File: src/rtl/sreg_port_pkg.sv
package sreg_port_pkg;
  localparam int ADDR_W = 7;
  localparam int DATA_W = 8;

  function automatic logic in_window(input logic [ADDR_W-1:0] a,
                                     input int lo, input int hi);
    return (int'(a) >= lo) && (int'(a) <= hi);
  endfunction
endpackage

File: src/rtl/sreg_port_sync.sv
module sreg_port_sync #(
  parameter int W      = 3,
  parameter int STAGES = 2
) (
  input  logic         clk,
  input  logic         rst_n,
  input  logic [W-1:0] d_in,
  output logic [W-1:0] d_out
);
  logic [W-1:0] stg [STAGES];

  always_ff @(posedge clk or negedge rst_n)
    if (!rst_n) stg[0] <= '0;
    else        stg[0] <= d_in;

  for (genvar g = 1; g < STAGES; g++) begin : g_stage
    always_ff @(posedge clk or negedge rst_n)
      if (!rst_n) stg[g] <= '0;
      else        stg[g] <= stg[g-1];
  end

  assign d_out = stg[STAGES-1];
endmodule

File: src/rtl/sreg_port_decode.sv
module sreg_port_decode
  import sreg_port_pkg::*;
#(
  parameter int RESV_LO = 15,
  parameter int ALM_LO  = 7,
  parameter int ALM_HI  = 10
) (
  input  logic [ADDR_W-1:0] addr,
  output logic              reserved,
  output logic              alarm_hit
);
  localparam int TOP = (1 << ADDR_W) - 1;

  always_comb begin
    reserved  = in_window(addr, RESV_LO, TOP);
    alarm_hit = in_window(addr, ALM_LO, ALM_HI);
  end
endmodule

File: src/rtl/sreg_port_engine.sv
module sreg_port_engine
  import sreg_port_pkg::*;
#(
  parameter int RESV_LO = 15
) (
  input  logic              clk,
  input  logic              rst_n,
  input  logic              gate,
  input  logic              sclk_s,
  input  logic              din_s,
  input  logic              cmd_resv,
  input  logic              cmd_alarm,
  input  logic [DATA_W-1:0] rd_data,
  input  logic              wr_ready,
  output logic [ADDR_W-1:0] cmd_addr,
  output logic              dout,
  output logic              oe,
  output logic              wr_valid,
  output logic [ADDR_W-1:0] wr_addr,
  output logic [DATA_W-1:0] wr_data,
  output logic              alarm_clr
);
  localparam int CMD_W = ADDR_W + 1;
  localparam int TOT   = CMD_W + DATA_W;
  localparam int CW    = $clog2(TOT + 1);

  logic              sclk_d;
  logic              rise, fall;
  logic [CW-1:0]     cnt;
  logic [CMD_W-1:0]  cmd_q;
  logic [DATA_W-1:0] wsh, rsh;
  logic              cmd_done;
  logic              is_wr;

  assign rise     = sclk_s & ~sclk_d;
  assign fall     = ~sclk_s & sclk_d;
  assign is_wr    = cmd_q[CMD_W-1];
  assign cmd_addr = cmd_q[ADDR_W-1:0];

  always_ff @(posedge clk or negedge rst_n) begin
    if (!rst_n) begin
      sclk_d <= 1'b0; cnt <= '0; cmd_q <= '0; wsh <= '0; rsh <= '0;
      cmd_done <= 1'b0; dout <= 1'b0; oe <= 1'b0; alarm_clr <= 1'b0;
      wr_valid <= 1'b0; wr_addr <= '0; wr_data <= '0;
    end else begin
      sclk_d    <= sclk_s;
      cmd_done  <= 1'b0;
      alarm_clr <= 1'b0;
      if (wr_valid && wr_ready) wr_valid <= 1'b0;
      if (!gate) begin
        cnt  <= '0;
        oe   <= 1'b0;
        dout <= 1'b0;
      end else begin
        if (rise && cnt < CW'(TOT)) begin
          cnt <= cnt + 1'b1;
          if (cnt < CW'(CMD_W)) cmd_q <= {din_s, cmd_q[CMD_W-1:1]};
          else                  wsh   <= {din_s, wsh[DATA_W-1:1]};
          if (cnt == CW'(CMD_W - 1)) cmd_done <= 1'b1;
          if (cnt == CW'(TOT - 1) && is_wr && !cmd_resv && !(wr_valid && !wr_ready)) begin
            wr_valid <= 1'b1;
            wr_addr  <= cmd_addr;
            wr_data  <= {din_s, wsh[DATA_W-1:1]};
          end
        end
        if (cmd_done) begin
          alarm_clr <= cmd_alarm;
          rsh       <= cmd_resv ? '0 : rd_data;
        end
        if (fall && cnt >= CW'(CMD_W) && cnt < CW'(TOT) && !is_wr) begin
          oe   <= 1'b1;
          dout <= rsh[0];
          rsh  <= rsh >> 1;
        end
      end
    end
  end

  a_r2_drive_only_on_read: assert property (@(posedge clk) disable iff (!rst_n)
    oe |-> !is_wr);
  a_r3_no_reserved_offer: assert property (@(posedge clk) disable iff (!rst_n)
    wr_valid |-> (int'(wr_addr) < RESV_LO));
  a_r5_strobe_single: assert property (@(posedge clk) disable iff (!rst_n)
    alarm_clr |=> !alarm_clr);
  a_r6_release_on_deselect: assert property (@(posedge clk) disable iff (!rst_n)
    !gate |=> (!oe && cnt == '0));
  a_r8_offer_stable: assert property (@(posedge clk) disable iff (!rst_n)
    (wr_valid && !wr_ready) |=> (wr_valid && $stable(wr_addr) && $stable(wr_data)));
endmodule

File: src/rtl/sreg_port.sv
module sreg_port
  import sreg_port_pkg::*;
#(
  parameter int SYNC_STAGES = 2,
  parameter int RESV_LO     = 15,
  parameter int ALM_LO      = 7,
  parameter int ALM_HI      = 10
) (
  input  logic              clk,
  input  logic              rst_n,
  input  logic              access_ok,
  input  logic              cs,
  input  logic              sclk,
  input  logic              sdio_in,
  output logic              sdio_out,
  output logic              sdio_oe,
  output logic [ADDR_W-1:0] rd_addr,
  input  logic [DATA_W-1:0] rd_data,
  output logic              wr_valid,
  input  logic              wr_ready,
  output logic [ADDR_W-1:0] wr_addr,
  output logic [DATA_W-1:0] wr_data,
  output logic              alarm_clr
);
  logic [2:0] pins_s;
  logic       gate, resv, alarm_hit;

  sreg_port_sync #(.W(3), .STAGES(SYNC_STAGES)) u_sync (
    .clk(clk), .rst_n(rst_n), .d_in({cs, sclk, sdio_in}), .d_out(pins_s));

  assign gate = pins_s[2] & access_ok;

  sreg_port_decode #(.RESV_LO(RESV_LO), .ALM_LO(ALM_LO), .ALM_HI(ALM_HI)) u_dec (
    .addr(rd_addr), .reserved(resv), .alarm_hit(alarm_hit));

  sreg_port_engine #(.RESV_LO(RESV_LO)) u_eng (
    .clk(clk), .rst_n(rst_n), .gate(gate), .sclk_s(pins_s[1]), .din_s(pins_s[0]),
    .cmd_resv(resv), .cmd_alarm(alarm_hit), .rd_data(rd_data), .wr_ready(wr_ready),
    .cmd_addr(rd_addr), .dout(sdio_out), .oe(sdio_oe), .wr_valid(wr_valid),
    .wr_addr(wr_addr), .wr_data(wr_data), .alarm_clr(alarm_clr));

  a_r7_refused_quiet: assert property (@(posedge clk) disable iff (!rst_n)
    !access_ok |=> (!alarm_clr && !sdio_oe));
endmodule

File: config.mk
export PLATFORM = sky130hd
export DESIGN_NAME = sreg_port
export DESIGN_NICKNAME = d
export VERILOG_FILES = /design/src/rtl/sreg_port_pkg.sv /design/src/rtl/sreg_port_sync.sv /design/src/rtl/sreg_port_decode.sv /design/src/rtl/sreg_port_engine.sv /design/src/rtl/sreg_port.sv
export SDC_FILE = /design/constraint.sdc
export NUM_CORES = 1
export LEC_CHECK = 0
export BUFFER_PORTS_ARGS = -buffer_cell sky130_fd_sc_hd__buf_4
export CAP_MARGIN = 40
export CORE_ASPECT_RATIO = 0.75
export CORE_MARGIN = 5
export CORE_UTILIZATION = 35
export CTS_BUF_LIST = sky130_fd_sc_hd__clkbuf_4 sky130_fd_sc_hd__clkbuf_8
export CTS_CLUSTER_DIAMETER = 60
export DETAILED_ROUTE_END_ITERATION = 10
export GPL_ROUTABILITY_DRIVEN = 0
export PLACE_DENSITY_LB_ADDON = 0.1
export SLEW_MARGIN = 25
export SYNTH_ARGS = -nofsm -noshare
export SYNTH_HDL_FRONTEND = slang
export SYNTH_SLANG_ARGS = --single-unit
File: constraint.sdc
create_clock -name clk -period 2.6 [get_ports clk]
set_clock_uncertainty 0.2 [all_clocks]
set_input_delay 0.52 -clock clk [delete_from_list [all_inputs] [get_ports clk]]
set_output_delay 0.52 -clock clk [all_outputs]
set_load 0.02 [all_outputs]
* After elaboration in Yosys (flattened, before gate mapping)
Index checks and enable logic that the tools add are counted.
** Cells by class
- Bitwise logic cells :: 6
- Add/sub/neg operators :: 1
- Magnitude comparators :: 6
- Eq/ne operators :: 4
- Mux-type cells :: 18
- Reduce and logical (&&, ||, !) cells :: 19
** Operator list (number)
- $mux W8 :: 3
- $mux W1 :: 13
- $logic_and A1 B1 Y1 :: 10
- $mux W5 :: 2
- $reduce_and A3 Y1 :: 3
- $ge A7 B3 Y1 const B :: 1
- $ge A7 B4 Y1 const B :: 1
- $le A7 B4 Y1 const B :: 1
- $add A5 B1 Y5 const B :: 1
- $eq A5 B3 Y1 const B :: 1
- $eq A5 B4 Y1 const B :: 1
- $ge A5 B4 Y1 const B :: 1
- $lt A5 B4 Y1 const B :: 1
- $lt A5 B5 Y1 const B :: 1
- $logic_not A1 Y1 :: 4
- $ne A2 B2 Y1 const B :: 2
- $and A1 B1 Y1 :: 3
- $not A1 Y1 :: 3
- $reduce_and A2 Y1 :: 1
- $reduce_bool A2 Y1 :: 1
** Storage, ports and cells
- Word-level logic and storage cells :: 68
- Register bits :: 56
- Bits of input ports :: 15

* Depth between registers and ports, before layout
- Depth after elaboration :: 7
- Gate-level depth with buffers :: 7
- Depth with buffers taken out :: 6

* Cells and area by module
Synthesis repeated with hierarchy kept, for this count alone.
** Unflattened totals
- Cells, all modules :: 188
- Area, all modules :: 2398.6 µm²
** By module, submodules not included
- sreg_port_engine :: sequential area each 1226.2 µm², instances 1, cells an instance 171, area an instance 2169.6 µm²
- sreg_port_sync :: sequential area each 150.1 µm², instances 1, cells an instance 9, area an instance 172.7 µm²
- sreg_port_decode :: sequential area each 0.0 µm², instances 1, cells an instance 7, area an instance 50.0 µm²
- sreg_port :: sequential area each 0.0 µm², instances 1, cells an instance 1, area an instance 6.3 µm²

* Worst setup path after synthesis
Ideal clock, no wire load.
- Kind :: reg2reg
- Start point :: reg u_eng.cnt[0]
- End point :: reg u_eng.wr_addr[1]
- Period minus slack after synthesis :: 2006 ps
- Arrival time :: 1678 ps
- Stages on the path, launching flop included :: 8
- Slack :: 594 ps
- Path through :: dfrtp_1 > ha_1 > and3_1 > ha_1 > nand4_2 > nor3_4 > buf_6 > mux2_1
** Between the ends
- Cells in the longest elaborated chain, start to end :: 5
** RTL lines
- start: declaration :: line sreg_port_engine.sv:29 : logic [CW-1:0] cnt;
- start signal: assignment :: line sreg_port_engine.sv:56 : cnt <= cnt + 1'b1;
- parallel branches: the longest is 4 deep, another holds $lt A5 B5 Y1
- $reduce_and A3 Y1 (no source line) (*)
- end signal: assignment :: line sreg_port_engine.sv:62 : wr_addr <= cmd_addr;
- end: declaration :: line sreg_port_engine.sv:19 : output logic [ADDR_W-1:0] wr_addr,
Every way passes the cells marked *.
A chain may end at the register's enable or synchronous reset.

* Final worst setup path
- Start point :: reg u_eng.cnt[0]
- End point :: reg u_eng.wr_data[0]
** Between the ends
- Cells in the longest elaborated chain, start to end :: 5
** RTL lines
- parallel branches: the longest is 4 deep, another holds $lt A5 B5 Y1
- $reduce_and A3 Y1 (no source line) (*)
- end signal: assignment :: line sreg_port_engine.sv:63 : wr_data <= {din_s, wsh[DATA_W-1:1]};
- end: declaration :: line sreg_port_engine.sv:20 : output logic [DATA_W-1:0] wr_data,
Marked as above.

==> flow_summary.json <==
{
  "status": "complete, no violations",
  "rsz0062_at_grt": "false",
  "io_buffers": 40,
  "netlist_top_cells_count": "dfrtp_1 (55), mux2_2 (33), and3_1 (8)",
  "antennaDiodeCount": 0,
  "synth-seq-area-share": 0.601,
  "track_usage": 0.109,
  "synth_top_cell_by_area": "dfrtp_1",
  "power_w": 0.00165,
  "hpwl_um": 2930,
  "yosysWarnings": 0,
  "syn_nets": 178,
  "cpLargestDelayFamily": "simple AND/OR/NAND/NOR gates",
  "coreArea_um2": 6320,
  "vias": 1343,
  "routed_wl_um": 4120,
  "slowest_stage": "dfrtp_1",
  "synth-seq-cells": 55,
  "path_clk_slew_ns": 0.09,
  "crit_buf_inv": 1,
  "async_flop_share": 1.00,
  "cts_setup_buffers": 0,
  "hold_ws_ns": 0.0471,
  "nets": 218,
  "gr-total-overflow": 0,
  "fp.dieW_um": 103,
  "synth_area_per_cell_um2": 14.2,
  "critical-path-max-stage-delay_ns": 0.39,
  "yosysMostFrequentCell": "dfrtp_1",
  "routedWlPerCell_um": 14.6,
  "synth_cell_types": 28,
  "cp_max_fo": 15,
  "crit_top_cell": "ha_1",
  "fin_area_um2": 2730,
  "ant_nets": 0,
  "synthCells": 161,
  "ctsResizeCount": 0,
  "numCtsBuffers": 5,
  "crit_chain": "ha_1 -> and3_1 -> ha_1 -> nand4_2 -> nor3_4 -> buf_4 -> mux2_2",
  "synth_edf_count": 0,
  "ios": 41,
  "initial_core_util": 0.363,
  "worst_pin_slew_ns": 0.681,
  "fmax_mhz": 476,
  "tns_ns": 0,
  "die-area_um2": 8280,
  "vias_per_cell": 4.75,
  "synth_top_flop_cell": "dfrtp_1",
  "rows": 25,
  "crit_required_ns": 2.59,
  "cellLeakagePower_nw": 1.39,
  "critPathKind": "flip-flop to flip-flop",
  "slew_headroom": 0.546,
  "cts.hold.buffers_added": 0,
  "cts.sinks": 55,
  "first_iter_violations": 63,
  "worst_setup_path_start_kind": "flip-flop",
  "vdd_drop_max_v": 0.000241,
  "cts_tree": "done",
  "final_max_slew_viol_count": 0,
  "antenna_found_initial": 0,
  "pre_cts_ws_ns": 0.489,
  "clockRootBuffer": "clkbuf_8",
  "finalHoldViolations": 0,
  "placed_cell_area_um2": 2640,
  "syn-cell-area_um2": 2290,
  "grt_pass1_wl_um": 6970,
  "finalCriticalPeriod_ns": 2.10,
  "end_kind": "flip-flop",
  "die_h_um": 80.1,
  "maxCapViolCount": 0,
  "synthToLayoutAreaGrowth_pct": 19.1,
  "grt_pass1_vias": 1380,
  "synth_area_leaders": "dfrtp_1 (60%), mux2_2 (16%), mux2_1 (3.4%)",
  "finalSetupViolCount": 0,
  "drive_gt1_frac": 0.446,
  "synth_top_area_frac": 0.601,
  "power_density_nw_per_um2": 605,
  "clock_latency_ns": 0.30,
  "timing.final.ws_setup_ns": 0.498,
  "critical_path_arrival_ns": 2.09,
  "hold_path.class": "primary input to asynchronous set/reset pin",
  "grt_max_degree": 56,
  "cts.path.max_buffers": 2,
  "drc": 0,
  "cts_max_level": 2,
  "firstDrtPassIters": 4,
  "min_period_over_period": 0.809
}
==> layout by cell type (no fill, tap or decap) <==
master	instances
ha_1	2
a21oi_2	1
nand3_1	3
o21bai_1	1
inv_1	4
nor3b_4	1
clkinv_2	1
or3b_2	1
buf_4	42
nand3b_1	1
nor3_4	2
nor2b_1	4
mux2i_1	4
nor2_1	6
nor2_2	1
clkinvlp_4	1
clkbuf_4	1
mux2_2	33
nand4_1	4
nand2_1	5
a21oi_1	3
nand4b_1	1
and3_1	8
nand4_2	1
and2_1	1
dfrtp_1	55
xor2_1	2
mux2_1	7
clkbuf_8	5
xnor2_1	1
==> routing by layer <==
layer  vias up  routed length, µm  GRT usage
met5         -                  0          0
met4         0                 35     0.0349
met3         5                242     0.0313
met2        31               1790      0.160
met1       663               2050      0.156
li1        644                  -          -
==> sequential cells by signal, indices dropped and copies added (netlist names) <==
register and flops:
u_eng.cmd_q 8, u_eng.cnt 5, u_eng.wr_addr 7, u_eng.alarm_clr 1
u_eng.cmd_done 1, u_eng.rsh 8, u_eng.wr_valid 1, u_eng.dout 1
u_eng.wr_data 8, u_eng.oe 1, u_eng.sclk_d 1, u_sync.stg 3
u_eng.wsh 7, u_sync.d_out 3
==> path summary, 6_finish.rpt <==
path / cells past startpoint / slack (ns) / start / end
worst min register to register: 0 / 0.16 / u_sync.stg[4] / u_sync.d_out[1]
worst min-delay path: 1 / 0.05 / rst_n / u_eng.wr_data[2]
min in group clk: 1 / 0.12 / sclk / u_sync.stg[4]
worst max register to register: 7 / 0.50 / u_eng.cnt[0] / u_eng.wr_data[0]
worst max-delay path: 7 / 0.50 / u_eng.cnt[0] / u_eng.wr_data[0]
max in group asynchronous: 1 / 1.69 / rst_n / u_eng.cmd_q[4]
==> metrics by stage <==
| stage | utilization | instances |
|---|---|---|
| floorplan | - | 161 |
| CTS | 0.432 | 283 |
| detailed placement | 0.418 | 275 |
| global placement | 0.418 | 275 |
| finish | 0.432 | 283 |
| global route | 0.432 | 283 |
==> area by class of cell <==
cell class / instances / area, µm²
sequential: 55 / 1380
multi-input combinational: 93 / 831
inverter: 4 / 15.0
tap: 81 / 101
clock buffer: 6 / 76.3
clock inverter: 2 / 12.5
timing repair buffer: 42 / 315
fill: 598 / 3590
==> where the power goes <==
| part | total [W] | internal, W | switching [W] |
|---|---|---|---|
| Combinational | 0.000247 | 0.000123 | 0.000124 |
| Sequential | 0.000938 | 0.000889 | 0.0000496 |
| Clock | 0.000464 | 0.000199 | 0.000264 |
==> logic make-up after synthesis <==
logic type	Yosys count	share of synthesized area
and+or+nand+nor	39	0.113
buffers and inverters	13	0.0366
AOI/OAI and AO/OA	5	0.0137
xor gates and xnor gates	3	0.0115
DFF	55	0.601
muxes	44	0.214
adders and majority gates	2	0.0109
==> worst register-to-register path, cell delays in order (launching register included) <==
cell and delay, ns:
dfrtp_1 0.39, ha_1 0.21, and3_1 0.17, ha_1 0.15, nand4_2 0.13, nor3_4 0.13
buf_4 0.24, mux2_2 0.36
Note: power is estimated with default switching activity, not from simulation.
